$ cat config.mk
export PLATFORM = sky130hd
export DESIGN_NAME = tim_upd_ctl
export DESIGN_NICKNAME = d
export VERILOG_FILES = /design/src/rtl/tim_upd_ctl.sv
export SDC_FILE = /design/constraint.sdc
export NUM_CORES = 1
export LEC_CHECK = 0
export BUFFER_PORTS_ARGS = -buffer_cell sky130_fd_sc_hd__buf_2
export CORE_MARGIN = 5
export CORE_UTILIZATION = 30
export CTS_CLUSTER_DIAMETER = 100
export CTS_CLUSTER_SIZE = 10
export DETAILED_ROUTE_END_ITERATION = 16
export GPL_TIMING_DRIVEN = 0
export HOLD_SLACK_MARGIN = 0.1
export PLACE_DENSITY = 0.44
export SYNTH_ARGS = -nofsm -noshare
export SYNTH_HDL_FRONTEND = slang
export SYNTH_SLANG_ARGS = --single-unit
$ cat constraint.sdc
create_clock -name clk -period 4.25 [get_ports clk]
set_input_delay 0.6375 -clock clk [delete_from_list [all_inputs] [get_ports clk]]
set_output_delay 0.6375 -clock clk [all_outputs]
set_load 0.01 [all_outputs]
$ cat src/rtl/tim_upd_ctl.sv
module tim_upd_ctl #(
  parameter int W = 16,
  parameter int MW = 4,
  parameter logic [W-1:0] ARR_RST = '1
) (
  input  logic          clk,
  input  logic          rst_n,
  input  logic          wr_en,
  input  logic [3:0]    addr,
  input  logic [W-1:0]  wdata,
  output logic [W-1:0]  rdata,
  input  logic          trig_start,
  input  logic          trig_in,
  input  logic          slave_rst,
  output logic [W-1:0]  count,
  output logic [MW-1:0] cc_mode,
  output logic          upd_flag,
  output logic          dma_req
);
  localparam logic [3:0] A_CTL = 4'd0, A_EVT = 4'd1, A_STS = 4'd2, A_ARR = 4'd3,
                         A_PSC = 4'd4, A_CMP = 4'd5, A_MOD = 4'd6, A_CNT = 4'd7,
                         A_ARS = 4'd8, A_PSS = 4'd9, A_CMS = 4'd10;
  localparam logic [W-1:0] ONE = 1;

  logic run, upd_off, cc_pre, cc_tsel, dma_sel, trig_q;
  logic [W-1:0] arr_pre, psc_pre, cmp_pre, arr_sh, psc_sh, cmp_sh, pc;
  logic [MW-1:0] mode_pre;

  wire wr_ctl  = wr_en && addr == A_CTL;
  wire ug      = wr_en && addr == A_EVT && wdata[0];
  wire comg    = wr_en && addr == A_EVT && wdata[1];
  wire reinit  = ug || slave_rst;
  wire tick    = pc == psc_sh;
  wire step    = run && !reinit && tick;
  wire ovf     = step && count == arr_sh;
  wire [W-1:0] cnt_nx = ovf ? '0 : count + ONE;
  wire uev     = !upd_off && (ovf || reinit);
  wire cmp_hit = step && cnt_nx == cmp_sh;
  wire trig_rise = trig_in && !trig_q;

  always_ff @(posedge clk or negedge rst_n) begin
    if (!rst_n) begin
      {dma_sel, cc_tsel, cc_pre, upd_off, run} <= '0;
      arr_pre <= ARR_RST; psc_pre <= '0; cmp_pre <= '0; mode_pre <= '0;
      arr_sh <= ARR_RST; psc_sh <= '0; cmp_sh <= '0;
      pc <= '0; count <= '0; upd_flag <= 1'b0; dma_req <= 1'b0;
      trig_q <= 1'b0; cc_mode <= '0;
    end else begin
      if (wr_ctl) {dma_sel, cc_tsel, cc_pre, upd_off, run} <= wdata[4:0];
      if (trig_start) run <= 1'b1;
      if (wr_en && addr == A_ARR) arr_pre <= wdata;
      if (wr_en && addr == A_PSC) psc_pre <= wdata;
      if (wr_en && addr == A_CMP) cmp_pre <= wdata;
      if (wr_en && addr == A_MOD) mode_pre <= wdata[MW-1:0];
      if (uev) begin
        arr_sh <= arr_pre; psc_sh <= psc_pre; cmp_sh <= cmp_pre;
      end
      if (reinit) pc <= '0;
      else if (run) pc <= tick ? '0 : pc + ONE;
      if (reinit) count <= '0;
      else if (step) count <= cnt_nx;
      if (uev) upd_flag <= 1'b1;
      else if (wr_en && addr == A_STS && !wdata[0]) upd_flag <= 1'b0;
      dma_req <= dma_sel ? uev : cmp_hit;
      trig_q <= trig_in;
      if (!cc_pre) begin
        if (wr_en && addr == A_MOD) cc_mode <= wdata[MW-1:0];
      end else if (comg || (cc_tsel && trig_rise)) begin
        cc_mode <= mode_pre;
      end
    end
  end

  always_comb begin
    case (addr)
      A_CTL:   rdata = {{(W-5){1'b0}}, dma_sel, cc_tsel, cc_pre, upd_off, run};
      A_STS:   rdata = {{(W-1){1'b0}}, upd_flag};
      A_ARR:   rdata = arr_pre;
      A_PSC:   rdata = psc_pre;
      A_CMP:   rdata = cmp_pre;
      A_MOD:   rdata = {{(W-MW){1'b0}}, mode_pre};
      A_CNT:   rdata = count;
      A_ARS:   rdata = arr_sh;
      A_PSS:   rdata = psc_sh;
      A_CMS:   rdata = cmp_sh;
      default: rdata = '0;
    endcase
  end
endmodule

======== Yosys cells after proc, flatten, opt, wreduce, memory -nomap -nowiden ========
Index checks and enable logic that the tools add are counted.
word-level totals
  flip-flop bits (word level) ............. 144
  bits in latches ......................... 0
  RAM bits ................................ 0
  memory bits (read-only) ................. 0
  input port bits ......................... 26
  output and inout port bits .............. 38
  logic and storage cells ................. 80
  memories kept ........................... 0
operators by class
  add/subtract/negate cells ............... 2
  multiply operators ...................... 0
  div/mod/pow operators ................... 0
  $lt $le $gt $ge ......................... 0
  eq/ne operators ......................... 14
  shift operators ......................... 0
  muxes and demuxes ....................... 15
  bitwise gates (word level) .............. 0
  reductions and logical operators ........ 31
operator list
  operator                                       number
  case mux 16 bit (10 select lines)              1
  two-way mux 16 bit                             6
  == test 16 bit                                 3
  adder 16 x 1 -> 16 bit, second input constant  2
  logical AND 1 bit                              17
  == test 4 x 3 -> 1 bit, second input constant  4
  == test 4 bit, second input constant           3
  two-way mux 4 bit                              3
  nonzero test 2 bit                             5
  == test 4 x 2 -> 1 bit, second input constant  2
  two-way mux 1 bit                              5
  == test 4 x 1 -> 1 bit, second input constant  1
  zero test 1 bit                                4
  zero test 4 bit                                1
  logical OR 1 bit                               3
  != test 2 x 1 -> 1 bit, second input constant  1
  AND reduction 2 bit                            1

======== Longest topological paths before layout ========
Gate-level depths: netlist (run 1).
  depth after elaboration ................. 12
  gate-level depth with buffers ........... 10
  depth with buffers taken out ............ 9

======== Worst setup path before layout (run 1) ========
No wires, ideal clock.
  path type ............................... in2out
  start point ............................. input addr[0]
  end point ............................... output rdata[13]
  arrival time ............................ 1.931 ns
  required time ........................... 3.612 ns
  setup slack ............................. 1.682 ns
  stages on the path ...................... 6
  buffers on the path ..................... 2
  cells stage by stage .................... buf_2 -> nand2_1 -> nor3_1 -> clkbuf_1 -> a222oi_1 -> nand3_1
between the ends
  longest elaborated chain between the ends .. 2
  elaborated cells on any way between the ends .. 11
  classes of those cells .................. 9 x eq/ne; 1 x mux; 1 x reduce/logical
ends and longest elaborated chain
  element                                line  source
  start: declaration                     9     input logic [3:0] addr,
  == test 4 bit (tied with other cells)  75    case (addr)
  case mux 16 bit (10 select lines) *    75
  end: declaration                       11    output logic [W-1:0] rdata,
Mark *: on every way between the ends. The rest lies on a longest branch, timed or not.

======== Worst setup path in the final report (run 1) ========
  start point ............................. input addr[3]
  end point ............................... output rdata[3]
The elaborated chain is that of the path after synthesis.

==> impl_summary.md, run 1 <==
Logic synthesis
The number of distinct library cell variants in the gate-level netlist after synthesis is 63. A synthesized cell averages ~11 um2. The gate count of the mapped netlist is 690.

The cell area after synthesis is approximately 7600 um2. The cell type with the largest total area after synthesis is sky130_fd_sc_hd__dfrtp_1. The fraction of registers with async set or reset after synthesis is 1.00. In the synthesized netlist the dominant register cell turns out to be sky130_fd_sc_hd__dfrtp_1. The flip-flop and latch count after synthesis is between 100 and 150. After synthesis, the cell types taking the most area are sky130_fd_sc_hd__dfrtp_1 (37%), sky130_fd_sc_hd__dfstp_2 (11%), sky130_fd_sc_hd__mux2_2 (8.1%), sky130_fd_sc_hd__mux2_1 (6.9%), sky130_fd_sc_hd__a22oi_1 (3.5%). Synthesis produced a netlist with a net count of 718. The number of synthesized flops with an enable pin is 0. The share of synthesized area in the top cell type comes to 0.368. The most numerous cell in the Yosys netlist is sky130_fd_sc_hd__dfrtp_1. The number of warnings reported in the yosys synthesis log is 0. Counting instances in the post-synthesis netlist gives the leading cell types as sky130_fd_sc_hd__dfrtp_1 (112), sky130_fd_sc_hd__mux2_2 (55), sky130_fd_sc_hd__mux2_1 (47). The share of the yosys chip area belonging to registers is 0.478.

CTS
The clock passes through at most 2 buffers. The H-tree level count is 4. The clock root buffer is sky130_fd_sc_hd__clkbuf_16. Clock latency on the worst-skew pair, taken at its later pin, is around 0.42 ns.

The count of buffers added by post-CTS timing repair for setup is 0. Clock-pin slew was measured on the worst setup and hold paths at 0.06 ns. In this run, post-CTS hold repair placed 0 buffers. The number of gates resized after CTS is 0. The CTS sink count is 144. TritonCTS built the clock tree. The number of clock buffers added by TritonCTS is 17.

Timing
Timing would allow up to 279 MHz. In the post-route analysis, the smallest setup slack over all paths is 0.667 ns. In the finished design, the share of the clock period the worst path needs comes to 0.843. The time the final worst path needs with I/O delays and setup is 3.58 ns. The actual slew at the worst max-slew pin is 1.19 ns.

The summed negative setup slack over all endpoints is 0 ns. Setup repair after global routing left no endpoint under its margin. The final-report setup violation count is 0.

The worst slew slack as a fraction of its limit is 0.202. The number of pins exceeding their max-slew limit in the final report came to 0. The clock skew after layout is 0.00752 ns. The number of hold violations in the final report is 0.

Worst setup path
The cell repeated most along the worst path is sky130_fd_sc_hd__buf_2. Of all nets on the critical path, the largest fanout is 10. The critical path goes through buf_2, nand2b_1, nor3_1, clkbuf_1, a22oi_1, nand4_1, buf_2.

The required time of the worst setup path is 3.61 ns. The worst register-to-register path begins at count[8]$_DFFE_PN0P_. On the critical path, the stage with the largest delay is an instance of sky130_fd_sc_hd__nor3_1. The worst register-to-register path ends at arr_sh[9]$_DFFE_PN1P_. Data arrives at the worst endpoint at ~3 ns. Across all register-to-register paths, the minimum setup slack is 1.22 ns.

The worst setup path category is primary input to output port. In this design, the stage delay of the slowest critical-path cell is 0.85 ns. The worst setup path is captured at an output port.

The worst setup path is launched from a primary input. The number of cells on the worst reg-to-reg path is 8.

Global routing
The via count of the first global-routing pass is 6,158. In the global route stage, overall resource usage came out at 0.172. The first-pass GRT wire length is between 30 and 40 mm. Summed over all layers, the global routing overflow is 0.

The number of antenna violations at the first check in global routing was 0. Entering global routing, the biggest net connects 75 pins.

Layout
The area growth from synthesis to layout is 17.6%. The register cell area after layout is about 3600 um2. The layout net count is between 700 and 800. Of the cells placed in the final design, the portion with a size suffix greater than 1 is 0.269. The multi-input combinational cell area is 3710 um2.

The repair_antennas step left the layout with diodes totalling 0. The final-layout fill cell count is between 2k and 3k.

Pwr
The portion of total power attributed to sequential cells is 0.481. The total power per unit cell area is 508 nW/um2. For this design the total switching power over the nets is 1.40 mW. The share of total power dissipated in combinational logic is 0.183. Of the total power, the share spent switching nets is 0.308.

The analysis attributes to cell leakage a power of roughly 3.8 nW. IR analysis of the VDD net gives a maximum drop of around 0.00022 V. The internal power contribution is 3.15 mW.

Of the total power, the clock network draws 0.335.

Placed design
The global placer's final weighted congestion is 0.778. The number of input and output port buffers inserted is 60. The pre-CTS worst setup slack is ~0.52 ns.

The post-detailed-placement half-perimeter wirelength is 18.1 mm.

Routing
The DRC violation total after the first TritonRoute iteration is 525. The detail route stage leaves a number of antenna-violating nets equal to 0. The aggregate routed wire length is 24.2 mm. Dividing the detail-routed via count by the number of cells gives roughly 5.4.

Dividing the detail-routed wire length by the instance count gives ~22 um. The remaining design rule violation count is 0. The final route contains 5,979 vias. The length of the first detailed-routing pass in iterations is 8.

Floorplan
The core footprint is between 20,000 and 30,000 um2. The die outline width is 169 um. between 60 and 70 I/O pins were placed. The initial cell density of the core is 0.303. The vertical die dimension is about 170 um. The full die area is 28,700 um2. The number of core rows is 58.

Outcome
The run finished with clean final reports.

Run
The max-capacitance violation count is 0.

Worst hold path
The worst hold path belongs to the class primary input to async pin.
flip-flops by register name, summed over array words and instances, names as in the netlist, 4 cells and up:
| signal | flops |
|---|---|
| psc_sh | 16 |
| mode_pre | 4 |
| count | 16 |
| pc | 16 |
| arr_pre | 16 |
| cc_mode | 4 |
| arr_sh | 16 |
| cmp_sh | 16 |
| cmp_pre | 16 |
| psc_pre | 16 |
power by group through the flow:
stage	registers [mW]	clock network, mW	logic (mW)
floorplan	2.04	0	0.596
global placement	2.19	0	0.826
detailed placement	2.21	0	0.849
CTS	2.18	1.56	0.853
global route	2.24	1.62	0.925
finish	2.19	1.53	0.835
how the worst max path moves through the flow:
| stage | cells after the start | slack (ns) | endpoint | start |
|---|---|---|---|---|
| finish | 7 | 0.67 | rdata[3] | addr[3] |
| global route | 7 | 0.54 | rdata[3] | addr[3] |
| CTS | 7 | 0.52 | rdata[13] | addr[0] |
| detailed placement | 7 | 0.52 | rdata[13] | addr[0] |
| global placement | 1 | 0.37 | mode_pre[0]$_DFFE_PN0P_ | rst_n |
| floorplan | 6 | 1.68 | rdata[13] | addr[0] |
routing by layer:
layer / track usage / wire length [um] / vias to the layer above
met1: 0.234 / 11100 / 3051
li1: - / - / 2736
met5: 0 / 0 / -
met2: 0.276 / 11600 / 163
met3: 0.0333 / 1020 / 29
met4: 0.0546 / 471 / 0
stage by stage:
stage	cell area, um2	std cells	hold slack (ns)	power [mW]	utilization
5_1_grt	8960	1114	0.291	4.78	0.357
4_1_cts	8950	1113	0.259	4.60	0.357
3_3_place_gp	8330	1080	0.461	3.01	0.332
3_5_place_dp	8360	1081	0.470	3.05	0.333
2_1_floorplan	7620	690	0.342	2.63	-
6_report	8960	1114	0.235	4.55	0.357
worst max-delay path, delay by kind of cell:
family          cells  cell delay, ns
buf+inv             3            0.88
simple gates        3            1.22
compound gates      1            0.20
logic make-up (layout without fill, tap and decap cells):
kind of cell	Yosys count	in the layout	share of synthesized area
adder cells (fa/ha/maj)	2	2	0.00329
AND/OR/NAND/NOR	173	173	0.127
AO/OA/AOI/OAI	160	160	0.146
flip-flops	144	144	0.478
buffers and inverters	57	151	0.0345
XOR/XNOR	46	46	0.0529
multiplexers	108	108	0.159
cell usage in the layout, fill, tap and decap left out, types with 17 or more instances in the layout:
cell / instances
sky130_fd_sc_hd__a22oi_1: 36
sky130_fd_sc_hd__clkbuf_16: 17
sky130_fd_sc_hd__xor2_1: 19
sky130_fd_sc_hd__o21ai_0: 46
sky130_fd_sc_hd__mux2_1: 47
sky130_fd_sc_hd__xnor2_1: 27
sky130_fd_sc_hd__mux2_2: 55
sky130_fd_sc_hd__nor2_1: 34
sky130_fd_sc_hd__nand2_1: 41
sky130_fd_sc_hd__dfstp_2: 32
sky130_fd_sc_hd__nand4_1: 18
sky130_fd_sc_hd__dfrtp_1: 112
sky130_fd_sc_hd__nand3_1: 23
sky130_fd_sc_hd__buf_2: 72
sky130_fd_sc_hd__clkbuf_1: 26
cell type report:
class / instances / area share
buffer: 46 / 0.0247
sequential: 144 / 0.407
multi-input combinational: 489 / 0.414
clock inverter: 11 / 0.0155
inverter: 11 / 0.00461
tap: 330 / 0.0461
timing repair buffer: 62 / 0.0379
clock buffer: 21 / 0.0503
Note: power is estimated with default switching activity, not from simulation.
==> inputs of run 2 (changes only) <==
--- a/config.mk
+++ b/config.mk
@@ -5,6 +5,7 @@
 export SDC_FILE = /design/constraint.sdc
 export NUM_CORES = 1
 export LEC_CHECK = 0
+export ABC_AREA = 1
 export BUFFER_PORTS_ARGS = -buffer_cell sky130_fd_sc_hd__buf_2
 export CORE_MARGIN = 5
 export CORE_UTILIZATION = 30
@@ -13,7 +14,7 @@
 export DETAILED_ROUTE_END_ITERATION = 16
 export GPL_TIMING_DRIVEN = 0
 export HOLD_SLACK_MARGIN = 0.1
-export PLACE_DENSITY = 0.44
+export PLACE_DENSITY = 0.45
 export SYNTH_ARGS = -nofsm -noshare
 export SYNTH_HDL_FRONTEND = slang
 export SYNTH_SLANG_ARGS = --single-unit
==> constraint.sdc (replaced) <==
create_clock -name clk -period 3.25 [get_ports clk]
set_input_delay 0.4875 -clock clk [delete_from_list [all_inputs] [get_ports clk]]
set_output_delay 0.4875 -clock clk [all_outputs]
set_load 0.01 [all_outputs]
==> impl_summary.md, run 2 <==
Outcome
The run finished with clean final reports.

Worst setup path
The required time of the worst setup path is 2.76 ns. Along the worst path, the maximum fanout reaches 10. The signal on the critical path passes through buf_2, inv_1, nor2_1, inv_1, nor2_2, clkinv_1, o21ai_0, a2111o_1, buf_2. The slowest cell on the critical path is sky130_fd_sc_hd__clkinv_1. The largest single stage delay on the critical path is 0.51 ns. The kind of end point of the critical path is an output port. The buffer and inverter count on the worst path is 5. The kind of launch point of the worst setup path is a primary input. The critical path starts at addr[2].

The number of cells on the worst reg-to-reg path is 16. The worst setup path category is primary input to output port. The worst register-to-register path ends at dma_req$_DFF_PN0_. The data arrival time at the worst-slack endpoint is 2.58 ns. The worst-case register-to-register setup slack is 0.87 ns. The category of cells accounting for the largest share of critical-path delay is buffers and inverters. The startpoint of the worst-slack reg-to-reg timing path is count[14]$_DFFE_PN0P_.

Placed design
The pre-CTS worst setup slack is -0.156 ns. The global placer's final weighted congestion is 0.867. The number of input and output port buffers inserted is 63. The post-detailed-placement half-perimeter wirelength is 21.3 mm.

Counting tap cells, the placed design contains a total of between 1k and 1.5k instances.

Timing
The post-route worst hold slack is 0.171 ns. The least setup slack across all paths after layout is around 0.18 ns. The number of hold violations in the final report is 0.

Timing would allow up to 325 MHz. Setup repair after global routing left no endpoint under its margin. For the finished layout, the period the worst path requires is 3.07 ns. Setup violations remaining at the end of the flow were counted as 0. The number of pins exceeding their max-slew limit in the final report is 0. Headroom to the max-slew limit came out at 0.529.

At the pin with the least slew margin, the transition time is 0.702 ns. Dividing the final minimum period by the clock period gives 0.945. Across the routed clock network, the largest skew measured is 0.0137 ns.

Layout
In the final layout, the share of cells above drive strength 1 is 0.169. At the end of the flow, the number of nets in the layout was ~1.1k. The commonest non-fill, non-tap cell in the layout is sky130_fd_sc_hd__nand2_1. The area growth from synthesis to layout is 17.5%. Leaving out fill and tap cells, the most frequent cells in the layout are sky130_fd_sc_hd__nand2_1 (272), sky130_fd_sc_hd__inv_1 (144), sky130_fd_sc_hd__o21ai_0 (112), sky130_fd_sc_hd__dfrtp_1 (112), sky130_fd_sc_hd__nor2_1 (75). The final-layout fill cell count is roughly 2.9k.

The count of non-filler cells in the finished layout is around 1.5k. The number of antenna diodes in the final layout is 0.

Floorplan
The initial cell density of the core is 0.304. 64 I/O pins were placed. The die outline width is about 170 um.

The full die area is 29,700 um2. The core region is 26,000 um2. Measured along the y axis, the die boundary spans 172 um. The number of core rows is 59.

Worst hold path
In this run the most critical hold path is launched from trig_in. The worst hold path depth is 1. The worst min-delay path endpoint is trig_q$_DFF_PN0_. The path class of the tightest hold or removal check is primary input to flip-flop.

Logic synthesis
The number of synthesized flops with an enable pin is 0. The most numerous cell in the Yosys netlist is sky130_fd_sc_hd__nand2_1. By count the netlist is led by sky130_fd_sc_hd__nand2_1 (272), sky130_fd_sc_hd__inv_1 (144), sky130_fd_sc_hd__dfrtp_1 (112), sky130_fd_sc_hd__o21ai_0 (112), sky130_fd_sc_hd__nor2_1 (77). The number of warnings reported in the yosys synthesis log is 0.

The gate count of the mapped netlist is 1,025. Of all cell types, the one taking the most synthesized area is sky130_fd_sc_hd__dfrtp_1. The most instantiated flip-flop cell in the synthesis netlist is sky130_fd_sc_hd__dfrtp_1. For this run, the register share of the synthesized area comes to 0.461. The fraction of registers with async set or reset after synthesis is 1.00. After synthesis the cells add up to 7900 um2. When the netlist entered floorplanning its net count stood at 1,053. A synthesized cell averages 7.71 um2. The portion of synthesized cell area occupied by the leading cell type is 0.355. The number of distinct library cell variants in the gate-level netlist after synthesis is 43. In this run, synthesis produced a sequential element count of around 140. In the post-synthesis netlist, the biggest area contributors are sky130_fd_sc_hd__dfrtp_1 (35%), sky130_fd_sc_hd__nand2_1 (13%), sky130_fd_sc_hd__dfstp_2 (11%), sky130_fd_sc_hd__o21ai_0 (7.1%), sky130_fd_sc_hd__inv_1 (6.8%).

Run
The tool flagged a number of max-cap violations equal to 0.

Pwr
Of the total power, combinational logic draws 0.214. The reported net switching power is 2.05 mW. The total power of the final layout is 5.91 mW. The maximum vdd drop is 0.000360 V. Of the total power, registers draw 0.441. The internal power contribution is 3.86 mW. Dividing total power by cell area gives a power density of 637 nW/um2. Of the total power, the share spent switching nets is 0.347. The relative contribution of the clock network to total power is 0.346.

In this run the static leakage power is 4.41 nW.

Global routing
After global routing the overflow that remains totals 0. The maximum number of pins on one net before global-route repair is 112. The first global-routing pass estimated 42.3 mm of wire.

The number of antenna violations at the first check in global routing came to 0. The via count of the first global-routing pass is a little under 7k. The all-layer global routing usage is 0.190.

CTS
The root buffer cell chosen for the clock tree is sky130_fd_sc_hd__clkbuf_16. Counting the buffers created by CTS gives 17. Clock latency on the worst-skew pair, taken at its later pin, is 0.43 ns. The H-tree level count is 4.

Counting along the longest clock path gives a buffer depth of 2. In this run the post-CTS setup repair buffer count came out at 0. After clock tree synthesis, the clock-pin slew on the worst setup and hold paths is about 0.07 ns. TritonCTS built the clock tree. The CTS sink count is roughly 140.

Routing
The routed layout has 7,066 vias. The via density per instance is ~4.8. For this run, design rule violations remaining after detail routing come to 0. The DRC violation total after the first TritonRoute iteration is 565. Wires add up to 27.3 mm. The length of the first detailed-routing pass in iterations is 5. The remaining antenna violation count is 0. Dividing the detail-routed wire length by the instance count gives ~19 um.
[run 2: changes by cell type in the layout (fill, tap and decap cells not counted), sizes merged, moves of 36 or more]
cell	change
nand2	+236
inv	+155
mux2	-94
o21ai	+55
nor2	+50
o22ai	+44
a22oi	-36
[run 2: kinds of logic (layout without fill, tap and decap cells)]
logic type      count (synthesis)  in the layout  share of synthesized area
buf+inv                       195            292                     0.0974
simple gates                  417            417                      0.221
flops                         144            144                      0.461
compound gates                225            225                      0.164
mux                             8              8                     0.0152
xor+xnor                       34             34                     0.0386
fa+ha+maj                       2              2                    0.00317
[run 2: layout make-up]
class / count / area (um2) / share of cell area
clock inverters: 14 / 165 / 0.0178
plain buffers: 35 / 169 / 0.0182
clock buffers: 18 / 429 / 0.0462
well taps: 335 / 419 / 0.0452
multi-input cells: 686 / 3490 / 0.376
inverters: 160 / 601 / 0.0647
repair buffers: 65 / 363 / 0.0391
flip-flops and latches: 144 / 3640 / 0.393
[run 2: what timing repair did]
| action | 4_1_cts | 5_1_grt |
|---|---|---|
| hold buffers | 1 | 0 |
| hold endpoints to repair | 27 | 0 |
| setup endpoints to repair | 10 | 7 |
| resized for setup | 1 | 1 |
[run 2: metrics by stage]
step	area, um2	util	TNS [ns]
after CTS	9280	0.357	0
after global routing	9280	0.357	0
final	9280	0.357	0
after detailed placement	8670	0.334	-0.977
after global placement	8640	0.332	-77.19
after floorplan	7900	-	0
[run 2: how the worst max path moves through the flow]
stage,end,slack (ns),cells past startpoint
after detailed placement,rdata[14],-0.16,9
final,rdata[14],0.18,9
after CTS,rdata[5],0.14,11
after global routing,rdata[14],0.008,9
after floorplan,rdata[0],1.13,8
after global placement,count[1]$_DFFE_PN0P_,-0.70,1
[run 2: per-layer routing]
metal  up-vias  wire length, um  track usage
met5         -                0            0
met4         0              446       0.0492
met3        27             1290       0.0263
met2       203            11600        0.280
met1      3352            13900        0.292
li1       3484                -            -
[run 2: power by group through the flow]
stage / clock network [mW] / logic (mW) / registers (mW)
floorplan: 0 / 0.865 / 2.47
global placement: 0 / 1.26 / 2.61
detailed placement: 0 / 1.27 / 2.62
CTS: 2.08 / 1.28 / 2.59
global route: 2.15 / 1.46 / 2.65
finish: 2.04 / 1.26 / 2.61
==> inputs of run 3 (changes only) <==
--- a/config.mk
+++ b/config.mk
@@ -7,6 +7,7 @@
 export LEC_CHECK = 0
 export ABC_AREA = 1
 export BUFFER_PORTS_ARGS = -buffer_cell sky130_fd_sc_hd__buf_2
+export CORE_ASPECT_RATIO = 1.75
 export CORE_MARGIN = 5
 export CORE_UTILIZATION = 30
 export CTS_CLUSTER_DIAMETER = 100
==> impl_summary.md, run 3 (synthesis results as in run 2) <==
Timing
For this run, the top clock speed supported by timing is around 320 MHz. The time the final worst path needs with I/O delays and setup is 3.09 ns. Setup repair after global routing left no endpoint under its margin. The worst slew slack as a fraction of its limit is 0.478. The final-report setup violation count is 0.

The number of hold violations in the final report is 0. The clock skew after layout is 0.00697 ns. The portion of the clock cycle consumed by the worst path in the final layout is 0.951. The actual slew at the worst max-slew pin is 0.777 ns.

The number of pins exceeding their max-slew limit in the final report is 0. The least setup slack across all paths after layout is about 0.16 ns.

Pwr
Power comes to just over 6 mW. IR analysis of the VDD net gives a maximum drop of 0.000343 V. The total power per unit cell area is 656 nW/um2.

The analysis attributes to cell leakage a power of about 4.5 nW.

Floorplan
The vertical die dimension is approximately 220 um. The full die area is 29,800 um2. The die outline width is about 130 um. The core footprint is 26,000 um2.

The initial utilization of the core area, before any placement, comes to 0.304. The number of core rows is between 70 and 80. The top-level I/O count is 64.

Routing
After detailed routing, the wire length on met1 is 11.1 mm. Wire segments on met2 add up to 14.9 mm in the final route. The detailed router used layers up to and including met4. In this run, the number of DRC markers left after iteration 0 of detailed routing was 441.

In the routed layout, each cell is associated on average with a via count of about 4.8. After detailed routing, the total wire length is 28.0 mm. The detailed route wirelength on metal3 is 820 um. The detail route stage leaves a number of antenna-violating nets equal to 0. The length of the first detailed-routing pass in iterations is 5. Dividing the detail-routed wire length by the instance count gives approximately 19 um. Summing over every cut layer, the via total after detailed routing is between 6k and 7k. The remaining design rule violation count is 0.

Outcome
The flow ran to the end, and the final reports show no timing, DRC or antenna violations.

Layout
Of the cells placed in the final design, the portion with a size suffix greater than 1 is 0.171. Once layout is complete, the utilization of the core stands at 0.360. For this run, the number of standard cells in the final layout without fillers is 1,442. Counting the fill cells in the layout gives 2,782. The sequential cells in the finished layout cover a total of roughly 3600 um2.

Summing all multi-input logic gate instances after layout gives approximately 3500 um2. The commonest non-fill, non-tap cell in the layout is sky130_fd_sc_hd__nand2_1. At the end of the flow, the number of nets in the layout was 1,137. Relative to the synthesized area, the layout overhead comes to 18.3%. The top cell types in the final layout, fill and taps aside, are sky130_fd_sc_hd__nand2_1 (272), sky130_fd_sc_hd__inv_1 (144), sky130_fd_sc_hd__o21ai_0 (112), sky130_fd_sc_hd__dfrtp_1 (112), sky130_fd_sc_hd__nor2_1 (76). The number of antenna diodes in the final layout is 0.

Worst setup path
The cell repeated most along the worst path is sky130_fd_sc_hd__inv_1. The slowest cell on the critical path is sky130_fd_sc_hd__nor2_1. In this run the critical register-to-register path is launched from pc[10]$_DFFE_PN0P_.

STA classifies the critical path startpoint as a primary input. The critical path goes through buf_2, inv_1, nor2_1, inv_1, nor2_1, inv_1, clkbuf_1, o22ai_1, a21oi_1, o211ai_1, buf_2. Setup slack on the worst reg-to-reg path comes out at 0.47 ns.

Data on the critical path is required at its endpoint by 2.76 ns. The critical path endpoint is rdata[6]. The largest single stage delay on the critical path is approximately 0.53 ns. The launch point of the worst path is addr[2].

For the worst flop-to-flop path, the logic depth is 16. Of all nets on the critical path, the largest fanout is 10. At the worst endpoint, the arrival time is 2.60 ns.

STA classifies the critical path endpoint as an output port. The endpoint identified for the worst register-to-register timing path is dma_req$_DFF_PN0_. The worst setup path category is primary input to output port.

CTS
The TritonCTS clock tree is yes. The clock slew at the register clock pins of the worst setup and hold paths is ~0.060 ns. CTS saw 144 sinks. The tree is rooted in a sky130_fd_sc_hd__clkbuf_16. CTS built an H-tree with a depth of 4. The number of buffers inserted during clock tree synthesis is 17. The deepest clock path buffer count is 2. The insertion delay to the later sink of the worst-skew pair is 0.44 ns.

Global routing
Entering global routing, the biggest net connects approximately 90 pins. The first global-routing pass estimated 43.2 mm of wire. The via count of the first global-routing pass is 7,274. The number of antenna violations at the first check in global routing is 0. In the global route stage, overall resource usage came out at 0.193. The total overflow reported by the global router is 0.

Placed design
Buffers placed on the I/O ports in this run total 63. The global placer's final weighted congestion is about 0.85. The post-detailed-placement half-perimeter wirelength is about 22 mm. At the placement stage, the worst setup path has a slack of -0.443 ns. Including well taps, the total number of placed cells is 1,409.

Run
Across the run, the number of max-cap violations was 0.

Worst hold path
In this run the worst hold path is classified as primary input to flip-flop.
==> run 3: cell types whose count changed in the layout (fill, tap and decap cells not counted), sizes merged <==
| cell | previous run | this run |
|---|---|---|
| clkbuf | 45 | 46 |
| clkinv | 3 | 6 |
| clkinvlp | 3 | 0 |
| bufinv | 2 | 6 |
| inv | 166 | 161 |
==> run 3: worst min-delay path by stage <==
stage                     slack (ns)  cells past startpoint              startpoint                      to
after floorplan                 0.19                      0                   rst_n  cc_mode[0]$_DFFE_PN0P_
after global placement          0.46                      2  cc_mode[0]$_DFFE_PN0P_  cc_mode[0]$_DFFE_PN0P_
after detailed placement        0.46                      2  cc_mode[1]$_DFFE_PN0P_  cc_mode[1]$_DFFE_PN0P_
after CTS                       0.15                      1                 trig_in        trig_q$_DFF_PN0_
after global routing            0.16                      1                 trig_in        trig_q$_DFF_PN0_
final                           0.18                      1                 trig_in        trig_q$_DFF_PN0_
==> run 3: worst max-delay path, delay by kind of cell <==
| kind | cells | cell delay, ns |
|---|---|---|
| simple gates | 2 | 0.77 |
| compound gates | 3 | 0.49 |
| buf+inv | 6 | 0.85 |
==> run 3: what timing repair did <==
item                                   4_1_cts  5_1_grt
buffers inserted                             0        0
hold buffers                                 1        0
resized for setup                            2        2
endpoints found under the hold margin       40        0
setup endpoints to repair                   10        3
==> run 3: cell type report <==
cell class	instances	area share
flip-flops and latches	144	0.390
multi-input cells	686	0.373
inverters	160	0.0644
clock buffers	19	0.0484
well taps	320	0.0428
repair buffers	65	0.0384
clock inverters	13	0.0246
plain buffers	35	0.0182
==> run 3: metal layers <==
layer	vias up	GRT usage
li1	3480	-
met1	3298	0.211
met2	146	0.357
met3	50	0.0342
met4	0	0.0913
met5	-	0
==> run 3: report_power, final <==
group / total, mW / switching, mW / internal, mW
logic: 1.27 / 0.806 / 0.468
registers: 2.56 / 0.325 / 2.23
clock network: 2.30 / 0.815 / 1.48
==> run 3: through the flow <==
stage                     TNS (ns)  hold slack (ns)  area, um2
after floorplan                  0            0.192       7900
after global placement      -73.88            0.463       8620
after detailed placement     -3.39            0.464       8650
after CTS                        0            0.150       9350
after global routing             0            0.159       9350
final                            0            0.175       9350
